File: config.mk
export PLATFORM = sky130hd
export DESIGN_NAME = univ_counter
export DESIGN_NICKNAME = d
export VERILOG_FILES = /design/src/rtl/ucnt_pkg.sv /design/src/rtl/ucnt_sync_edge.sv /design/src/rtl/ucnt_prescaler.sv /design/src/rtl/ucnt_bcd_counter.sv /design/src/rtl/ucnt_meas_seq.sv /design/src/rtl/univ_counter.sv
export SDC_FILE = /design/constraint.sdc
export NUM_CORES = 1
export LEC_CHECK = 0
export BUFFER_PORTS_ARGS = -buffer_cell sky130_fd_sc_hd__buf_4
export CORE_UTILIZATION = 50
export DETAILED_ROUTE_END_ITERATION = 7
export MAX_ROUTING_LAYER = met4
export PLACE_DENSITY = 0.69
export SLEW_MARGIN = 30
export SYNTH_ARGS = -nofsm -noshare
export SYNTH_HDL_FRONTEND = slang
export SYNTH_SLANG_ARGS = --single-unit
File: constraint.sdc
create_clock -name clk -period 3 [get_ports clk]
set_input_delay 0.6 -clock clk [delete_from_list [all_inputs] [get_ports clk]]
set_output_delay 0.6 -clock clk [all_outputs]
set_load 0.03 [all_outputs]
File: src/rtl/ucnt_pkg.sv
`timescale 1ns/1ps
package ucnt_pkg;

  typedef enum logic [1:0] {
    MODE_FREQ   = 2'd0,
    MODE_PERIOD = 2'd1,
    MODE_AVG    = 2'd2,
    MODE_TI     = 2'd3
  } meas_mode_e;

  typedef enum logic [2:0] {
    ST_ARM  = 3'd0,
    ST_GATE = 3'd1,
    ST_XFER = 3'd2,
    ST_HOLD = 3'd3,
    ST_CLR  = 3'd4
  } seq_state_e;

  // next value of one decade, wrapping 9 -> 0
  function automatic logic [3:0] bcd_step(input logic [3:0] d);
    return (d >= 4'd9) ? 4'd0 : d + 4'd1;
  endfunction

  // decade passes a carry on the next increment
  function automatic logic bcd_at_top(input logic [3:0] d);
    return d == 4'd9;
  endfunction

endpackage

File: src/rtl/ucnt_sync_edge.sv
`timescale 1ns/1ps
module ucnt_sync_edge #(
  parameter int W = 3
) (
  input  logic         clk,
  input  logic         rst_n,
  input  logic [W-1:0] raw,
  output logic [W-1:0] rise
);
  for (genvar i = 0; i < W; i++) begin : g_ch
    logic s1, s2, s3;
    always_ff @(posedge clk or negedge rst_n) begin
      if (!rst_n) begin
        s1 <= 1'b0;
        s2 <= 1'b0;
        s3 <= 1'b0;
      end else begin
        s1 <= raw[i];
        s2 <= s1;
        s3 <= s2;
      end
    end
    assign rise[i] = s2 & ~s3;
  end
endmodule

File: src/rtl/ucnt_prescaler.sv
`timescale 1ns/1ps
module ucnt_prescaler
  import ucnt_pkg::*;
#(
  parameter int N_STG = 7,
  localparam int SEL_W = $clog2(N_STG + 1)
) (
  input  logic             clk,
  input  logic             rst_n,
  input  logic             clr,
  input  logic             in_pulse,
  input  logic [SEL_W-1:0] sel,
  output logic             out_pulse
);
  logic [N_STG:0] en;
  assign en[0] = in_pulse;

  for (genvar i = 0; i < N_STG; i++) begin : g_stg
    logic [3:0] d;
    always_ff @(posedge clk or negedge rst_n) begin
      if (!rst_n)     d <= '0;
      else if (clr)   d <= '0;
      else if (en[i]) d <= bcd_step(d);
    end
    assign en[i+1] = en[i] & bcd_at_top(d);
  end

  assign out_pulse = (int'(sel) <= N_STG) ? en[sel] : 1'b0;
endmodule

File: src/rtl/ucnt_bcd_counter.sv
`timescale 1ns/1ps
module ucnt_bcd_counter
  import ucnt_pkg::*;
#(
  parameter int N_DIG = 8,
  localparam int CNT_W = 4 * N_DIG
) (
  input  logic             clk,
  input  logic             rst_n,
  input  logic             clr,
  input  logic             inc,
  output logic [CNT_W-1:0] value,
  output logic             carry_out
);
  logic [N_DIG:0] en;
  assign en[0] = inc;

  for (genvar i = 0; i < N_DIG; i++) begin : g_dig
    logic [3:0] d;
    always_ff @(posedge clk or negedge rst_n) begin
      if (!rst_n)     d <= '0;
      else if (clr)   d <= '0;
      else if (en[i]) d <= bcd_step(d);
    end
    assign en[i+1]      = en[i] & bcd_at_top(d);
    assign value[4*i+:4] = d;
  end

  assign carry_out = en[N_DIG];
endmodule

File: src/rtl/ucnt_meas_seq.sv
`timescale 1ns/1ps
module ucnt_meas_seq
  import ucnt_pkg::*;
#(
  parameter int HOLD_W = 16
) (
  input  logic              clk,
  input  logic              rst_n,
  input  logic              open_p,
  input  logic              close_p,
  input  logic [HOLD_W-1:0] hold_cycles,
  output logic              gate_open,
  output logic              xfer,
  output logic              armed,
  output logic              clr_cycle
);
  seq_state_e        st;
  logic [HOLD_W-1:0] hold_cnt;

  always_ff @(posedge clk or negedge rst_n) begin
    if (!rst_n) begin
      st       <= ST_ARM;
      hold_cnt <= '0;
    end else begin
      case (st)
        ST_ARM:  if (open_p) st <= ST_GATE;
        ST_GATE: if (close_p) st <= ST_XFER;
        ST_XFER: begin
          st       <= ST_HOLD;
          hold_cnt <= '0;
        end
        ST_HOLD: begin
          if (hold_cnt >= hold_cycles) st <= ST_CLR;
          else hold_cnt <= hold_cnt + 1'b1;
        end
        ST_CLR:  st <= ST_ARM;
        default: st <= ST_ARM;
      endcase
    end
  end

  assign armed     = (st == ST_ARM);
  assign gate_open = (st == ST_GATE);
  assign xfer      = (st == ST_XFER);
  assign clr_cycle = (st == ST_CLR);
endmodule

File: src/rtl/univ_counter.sv
`timescale 1ns/1ps
module univ_counter
  import ucnt_pkg::*;
#(
  parameter int N_DIG  = 8,
  parameter int N_STG  = 7,
  parameter int HOLD_W = 16,
  localparam int SEL_W = $clog2(N_STG + 1),
  localparam int CNT_W = 4 * N_DIG
) (
  input  logic              clk,
  input  logic              rst_n,
  input  logic              ref_in,
  input  logic              a_in,
  input  logic              b_in,
  input  logic [1:0]        mode,
  input  logic [SEL_W-1:0]  tb_sel,
  input  logic [SEL_W-1:0]  mult_sel,
  input  logic [HOLD_W-1:0] hold_cycles,
  output logic [CNT_W-1:0]  result_bcd,
  output logic              result_ovf,
  output logic              xfer,
  output logic              gate_open,
  output logic              armed
);
  // input edges in the counting clock domain
  logic [2:0] rise;
  logic       ref_p, a_p, b_p;

  ucnt_sync_edge #(.W(3)) u_sync (
    .clk  (clk),
    .rst_n(rst_n),
    .raw  ({b_in, a_in, ref_in}),
    .rise (rise)
  );
  assign ref_p = rise[0];
  assign a_p   = rise[1];
  assign b_p   = rise[2];

  // routing chosen by the mode
  meas_mode_e       md;
  logic             ctl_in, ctl_div, cnt_fast_div;
  logic [SEL_W-1:0] ctl_sel;
  logic             open_p, close_p, counted;
  logic             cnt_div_out;
  logic             clr_cycle;

  assign md = meas_mode_e'(mode);

  always_comb begin
    ctl_in  = a_p;
    ctl_sel = '0;
    case (md)
      MODE_FREQ:   begin ctl_in = ref_p; ctl_sel = tb_sel;   end
      MODE_PERIOD: begin ctl_in = a_p;   ctl_sel = '0;       end
      MODE_AVG:    begin ctl_in = a_p;   ctl_sel = mult_sel; end
      default:     begin ctl_in = a_p;   ctl_sel = '0;       end
    endcase
  end

  ucnt_prescaler #(.N_STG(N_STG)) u_ctl_div (
    .clk      (clk),
    .rst_n    (rst_n),
    .clr      (clr_cycle),
    .in_pulse (ctl_in),
    .sel      (ctl_sel),
    .out_pulse(ctl_div)
  );

  // fast clock scaled by the multiplier, restarted at every gate opening
  ucnt_prescaler #(.N_STG(N_STG)) u_cnt_div (
    .clk      (clk),
    .rst_n    (rst_n),
    .clr      (~gate_open),
    .in_pulse (1'b1),
    .sel      (mult_sel),
    .out_pulse(cnt_fast_div)
  );
  assign cnt_div_out = cnt_fast_div;

  always_comb begin
    open_p  = ctl_div;
    close_p = ctl_div;
    counted = 1'b1;
    case (md)
      MODE_FREQ:   counted = a_p;
      MODE_PERIOD: counted = cnt_div_out;
      MODE_AVG:    counted = 1'b1;
      default: begin
        open_p  = a_p;
        close_p = b_p;
        counted = 1'b1;
      end
    endcase
  end

  ucnt_meas_seq #(.HOLD_W(HOLD_W)) u_seq (
    .clk        (clk),
    .rst_n      (rst_n),
    .open_p     (open_p),
    .close_p    (close_p),
    .hold_cycles(hold_cycles),
    .gate_open  (gate_open),
    .xfer       (xfer),
    .armed      (armed),
    .clr_cycle  (clr_cycle)
  );

  // decade counters and overflow
  logic [CNT_W-1:0] count_bcd;
  logic             top_carry, ovf_hit, ovf_q;

  ucnt_bcd_counter #(.N_DIG(N_DIG)) u_cnt (
    .clk      (clk),
    .rst_n    (rst_n),
    .clr      (clr_cycle),
    .inc      (gate_open & counted),
    .value    (count_bcd),
    .carry_out(top_carry)
  );

  assign ovf_hit = top_carry;

  always_ff @(posedge clk or negedge rst_n) begin
    if (!rst_n)         ovf_q <= 1'b0;
    else if (clr_cycle) ovf_q <= 1'b0;
    else if (ovf_hit)   ovf_q <= 1'b1;
  end

  // result memory
  always_ff @(posedge clk or negedge rst_n) begin
    if (!rst_n) begin
      result_bcd <= '0;
      result_ovf <= 1'b0;
    end else if (xfer) begin
      result_bcd <= count_bcd;
      result_ovf <= ovf_q;
    end
  end
endmodule

==> results of run 1 <==
==> layout make-up <==
class	instances	area [µm²]	share of cell area
Multi-Input combinational cell	720	4690	0.460
Sequential cell	150	3750	0.368
Timing Repair Buffer	80	617	0.0605
Clock buffer	24	492	0.0482
Inverter	77	289	0.0283
Tap cell	225	282	0.0276
Clock inverter	8	72.6	0.00712
==> cell usage in the layout (no fill, tap or decap), drive strengths merged, types with 5 or more instances in the layout <==
cell type,n
o31ai,17
nor2b,15
a31o,5
a21oi,37
and3,8
mux2i,15
buf,80
nand3,44
nand2b,8
ha,83
nand3b,17
nor2,52
o21ai,91
or4,5
mux2,6
o21a,8
o211ai,10
and3b,9
and2,8
or3,13
dfrtp,150
nand4b,5
a31oi,6
inv,76
or3b,7
nor3,13
clkbuf,24
xor2,7
clkinv,5
a211oi,6
nand2,150
nand4,14
nor4,6
==> flip-flops by register name (all words and copies together), names as in the netlist, 3 cells and up <==
register,count
u_sync.g_ch.s2,3
u_sync.g_ch.s3,3
u_cnt.g_dig.d,32
u_cnt_div.g_stg.d,28
u_ctl_div.g_stg.d,28
result_bcd,32
u_seq.st,3
u_sync.g_ch.s1,3
u_seq.hold_cnt,16
==> per-layer routing <==
| metal | track usage | vias up | wire (µm) |
|---|---|---|---|
| li1 | - | 3595 | - |
| met1 | 0.293 | 3494 | 9220 |
| met2 | 0.355 | 101 | 9030 |
| met3 | 0.0397 | 10 | 577 |
| met4 | 0.0630 | 0 | 131 |
| met5 | - | - | 0 |
==> worst paths after layout <==
path	endpoint	slack (ns)	depth (start not counted)	start
max in group asynchronous	u_ctl_div.g_stg[5].d[3]$_DFFE_PN0P_	2.10	2	rst_n
worst max register to register	u_ctl_div.g_stg[5].d[3]$_DFFE_PN0P_	0.51	7	u_ctl_div.g_stg[2].d[1]$_DFFE_PN0P_
min in group clk	u_sync.g_ch[2].s1$_DFF_PN0_	0.27	1	b_in
worst min register to register	u_sync.g_ch[0].s2$_DFF_PN0_	0.35	0	u_sync.g_ch[0].s1$_DFF_PN0_
worst min-delay path	u_cnt_div.g_stg[0].d[0]$_DFF_PN0_	0.12	1	rst_n
worst max-delay path	gate_open	0.48	4	u_seq.st[2]$_DFFE_PN0P_
==> cell families after synthesis <==
kind of cell    Yosys count  synth area share
compound gates          219             0.156
xor+xnor                  9           0.00889
mux                      21            0.0246
fa+ha+maj                83             0.117
buf+inv                 107            0.0470
flops                   150             0.423
simple gates            388             0.223
==> stage by stage <==
step / power [mW] / instances / hold WS, ns / cell area, µm²
floorplan: 4.19 / 977 / 0.304 / 8860
global placement: 4.93 / 1252 / 0.333 / 9630
detailed placement: 4.97 / 1252 / 0.335 / 9630
CTS: 7.05 / 1284 / 0.148 / 10200
global route: 7.43 / 1284 / 0.169 / 10200
finish: 6.99 / 1284 / 0.121 / 10200
==> synth_stat cells, drive strengths merged, types with 8 or more instances <==
master / n
dfrtp: 150
nand2: 150
o21ai: 91
ha: 83
inv: 76
nor2: 52
nand3: 44
a21oi: 37
clkbuf: 18
nand3b: 17
o31ai: 17
mux2i: 15
nor2b: 15
nand4: 14
nor3: 13
or3: 13
buf: 12
o211ai: 10
and3b: 9
and2: 8
and3: 8
nand2b: 8
o21a: 8
==> critical path, stage by stage, from the launching register on <==
cell      delay [ns]
dfrtp_1         0.43
or3b_1          0.54
clkinv_1        0.18
buf_4           0.18
buf_4           0.16
==> power groups by stage <==
stage	Combinational, mW	Clock [mW]	Sequential (mW)
CTS	2.24	2.09	2.71
floorplan	1.27	0	2.91
detailed placement	2.23	0	2.74
finish	2.22	2.06	2.71
global route	2.49	2.17	2.77
global placement	2.19	0	2.74
==> run metrics, run 1 <==
worst path required time=2.40 ns; Worst setup EP type=output port; CTS buffer count=17; Yosys Warn Count=0; CTS Sinks=150; worst-margin pin slew=0.690 ns; layout cells sized above 1=0.127; Int Pwr=4.39 mW; Worst Skew=0.0206 ns; combinational share of power=0.317; Worst-path clk slew=0.06 ns; CTS HTree Levels=4; Netlist Area Pre-Place=8860 µm²; residual DRC count=0; Tmin final=2.52 ns; largest net degree at the start of global routing=58; Tot GR Track Use=0.223; final slew viol count=0; total core area=17300 µm²; Fin. Hold Viols=0; Syn Area/Cell=9.07 µm²; final setup margin=0.478 ns; initial antenna violation count=0; Starting Density=0.512; post-CTS setup buffers=0; Root Driver=clkbuf_16; final setup fails=0; vias in the first global route=6596; Synth Flop Type=dfrtp_1; Fillers=1555; Final Util=0.590; total inserted antenna cells=0; CP max FO=7; syn_nets=1089; post-synth top area share=0.423; CTS tree=done; via count=7200; # rows=48; Port Buf Inserts=64; CTS Hold Buffers Added=0; Die ar.=18300 µm²; asr flop ratio synth=1.00; Worst Path Arrival=1.92 ns; Clock Power Share=0.294; pwr/cell area=685 nW/µm²; Longest Clk Path Bufs=2; hold crit path type=primary input to asynchronous set/reset pin; First DRT Iteration DRCs=357; # IOs=65; Seq/Total Area, Yosys=0.423; Fmax=396 MHz; Max-Cap Viols=0; Die Y-Extent=135 µm; area delta synth->final=15.1%; Gates resized, CTS repair=0; post-synthesis cell type with the largest combined area=dfrtp_1; chip width=135 µm; Worst setup SP type=flip-flop; Post-DP HPWL=13100 µm; Netlist cell types=72; status=completed; gpl congestion=0.789; Rel. slew slack=0.540; switch share=0.372; register bit total from synthesis=150; NetSw=2.60 mW; vias per inst=5.61; RSZ-0062 raised after global routing=false; fin crit share=0.841; routed length per instance=14.8 µm; grt ovf=0; Total Routed Length=19000 µm; dpl ws=0.393 ns; setup_tns=0 ns; Mapped Cells=977; antenna viol nets, final=0; number of synthesized flops with an enable pin=0; Worst-Skew Late Latency=0.44 ns; fin nets=1158; Setup CP Type=flip-flop to output port; 1st-pass router iterations=5; Worst VDD drop=0.538 mV; Leakage=4.86 nW; sequential share of power=0.388; dominant cells by area after synthesis=dfrtp_1, ha_1, nand2_1; first-pass GRT wire length=31600 µm
Power figures use the tool's default switching activity.
==> run 2: changes to the inputs <==
PLACE_DENSITY = 0.72   (was 0.69)
clock period = 2.2 ns   (was 3 ns; I/O delays follow)
==> run metrics, run 2 (synthesis gave the netlist of run 1 again) <==
status=complete, but fails checks (was completed); failing checks=setup timing; Rel. slew slack=0.526 (was 0.540); first-pass GRT wire length=34200 µm (was 31600 µm); hold crit path type=primary input to flip-flop (was primary input to asynchronous set/reset pin); hold_sp=ref_in; worst r2r path cells=8 (was 7); Max-Cap Viols=0 (unchanged); antenna viol nets, final=0 (unchanged); total inserted antenna cells=0 (unchanged); Leakage=5.46 nW (was 4.86 nW); Port Buf Inserts=64 (unchanged); CP max FO=5 (was 7); FF-to-FF End=u_cnt.g_dig[0].d[1]$_DFFE_PN0P_ (was u_ctl_div.g_stg[5].d[3]$_DFFE_PN0P_); crit-path most repeated cell=buf_4 (unchanged); Starting Density=0.512 (unchanged); final setup margin=-0.00136 ns (was 0.478 ns); initial antenna violation count=0 (unchanged); largest net degree at the start of global routing=58 (unchanged); Worst-path clk slew=0.06 ns (about the same); via count=7804 (was 7200); Worst setup EP type=flip-flop (was output port); Fmax=454 MHz; # rows=48 (unchanged); Worst Skew=0.0104 ns (was 0.0206 ns); Longest Clk Path Bufs=2 (unchanged); fin nets=1262 (was 1158); sequential share of power=0.350 (was 0.388); Final Util=0.660 (was 0.590); pwr/cell area=907 nW/µm² (was 685 nW/µm²); Worst R2R Setup Slack=-0.001 ns (was 0.51 ns); residual DRC count=0 (unchanged); First DRT Iteration DRCs=441 (was 357); CTS tree=done (unchanged); Root Driver=clkbuf_16 (unchanged); Total Routed Length=21400 µm (was 19000 µm); Die Y-Extent=135 µm (unchanged); gpl congestion=0.836 (was 0.789); CTS Sinks=150 (unchanged); # IOs=65 (unchanged); r2r startpoint=u_seq.st[2]$_DFFE_PN0P_ (was u_ctl_div.g_stg[2].d[1]$_DFFE_PN0P_); CP max stage delay=0.45 ns (was 0.54 ns); Worst-Skew Late Latency=0.43 ns (was 0.44 ns); setup_tns=-0.00136 ns (was 0 ns); CTS HTree Levels=4 (unchanged); Die ar.=18300 µm² (unchanged); total core area=17300 µm² (unchanged); RSZ-0062 raised after global routing=true (was false); vias in the first global route=7360 (was 6596); critical path's top delay family=simple AND/OR/NAND/NOR gates (unchanged); routed length per instance=15.4 µm (was 14.8 µm); switch share=0.371 (was 0.372); commonest non-fill, non-tap cell in the layout=buf_4; vias per inst=5.63 (was 5.61); Fin. Hold Viols=0 (unchanged); Worst setup SP type=flip-flop (unchanged); Post-DP HPWL=14200 µm (was 13100 µm); Clock Power Share=0.284 (was 0.294); CP Buf/Inv Count=2 (was 3); final setup fails=1 (was 0); final slew viol count=0 (unchanged); 1st-pass router iterations=5 (unchanged); crit-path cells=or3b_4 > buf_4 > a41o_1 > o31a_1 > o21ai_1 > buf_4 > mux2_2 > nor2_1 (was or3b_1 > clkinv_1 > buf_4 > buf_4); Worst VDD drop=0.591 mV (was 0.538 mV); Fin Hold WS=0.115 ns (was 0.121 ns); Int Pwr=6.51 mW (was 4.39 mW); chip width=135 µm (unchanged); combinational share of power=0.366 (was 0.317); layout cells sized above 1=0.254 (was 0.127); grt ovf=0 (unchanged); area delta synth->final=28.8% (was 15.1%); Hold EP=u_sync.g_ch[0].s1$_DFF_PN0_; Worst Setup SP=u_seq.st[2]$_DFFE_PN0P_ (unchanged); fin crit share=1.00; Worst Path Arrival=2.56 ns (was 1.92 ns); slowest stage cell on the critical path=or3b_4 (was or3b_1); NetSw=3.84 mW (was 2.60 mW); most frequent cells in the layout=buf_4, nand2_1, dfrtp_1, o21ai_0, ha_1 (was nand2_1, dfrtp_1, o21ai_0, ha_1, buf_4); Power Total=10.4 mW (was 6.99 mW); CTS buffer count=17 (unchanged); worst path required time=2.55 ns (was 2.40 ns); Setup CP Type=flip-flop to flip-flop (was flip-flop to output port); Tot GR Track Use=0.241 (was 0.223); largest registers=result_bcd (32), u_cnt.g_dig.d (32) (unchanged); Tmin final=2.20 ns; dpl ws=-0.161 ns (was 0.393 ns); Hold Path Cell Cnt=1; worst-margin pin slew=0.710 ns (was 0.690 ns)
[run 2: changes by cell type in the layout (fill, tap and decap cells not counted), moves of 6 or more]
cell / change
ha_1: -12
a21oi_1: -9
o21ai_0: -10
inv_1: -10
ha_4: +6
buf_4: +91
a21oi_2: +8
ha_2: +6
inv_2: +9
[run 2: metrics by stage]
| step | std cells | instance area [µm²] |
|---|---|---|
| after global routing | 1387 | 11400 |
| after CTS | 1363 | 10900 |
| after floorplan | 977 | 8870 |
| after detailed placement | 1328 | 10200 |
| final | 1387 | 11400 |
| after global placement | 1328 | 10200 |
[run 2: worst max path at each step]
stage	end	slack, ns	cells past startpoint
finish	u_cnt.g_dig[0].d[1]$_DFFE_PN0P_	-0.001	8
global route	u_seq.hold_cnt[8]$_DFFE_PN0P_	-0.11	7
CTS	gate_open	-0.05	5
detailed placement	u_seq.hold_cnt[9]$_DFFE_PN0P_	-0.16	10
global placement	u_seq.hold_cnt[8]$_DFFE_PN0P_	-0.09	9
floorplan	u_cnt.g_dig[4].d[0]$_DFFE_PN0P_	-0.0007	9
[run 2: what timing repair did]
item	in CTS	in global routing
hold endpoints to repair	45	0
hold buffers	1	0
resized for setup	15	76
gates cloned	1	1
setup buffers	2	24
endpoints found under the setup margin	19	49
pin swaps	3	18
[run 2: cell type report]
cell class	count	area (µm²)
fillers	1354	5880
multi-input cells	721	5000
flip-flops and latches	150	3750
repair buffers	183	1490
clock buffers	21	470
inverters	77	295
well taps	225	282
clock inverters	10	120
[run 2: power groups by stage]
stage	Clock, mW	Sequential, mW	Combinational, mW
floorplan	0	3.97	1.74
global placement	0	3.64	3.36
detailed placement	0	3.64	3.44
CTS	2.96	3.60	3.54
global route	3.08	3.69	4.20
finish	2.94	3.62	3.79
[run 2: routing by layer]
layer | global-route usage | wire length [µm]
met5 | - | 0
met4 | 0.0755 | 311
met3 | 0.0453 | 732
met2 | 0.396 | 10700
met1 | 0.302 | 9670
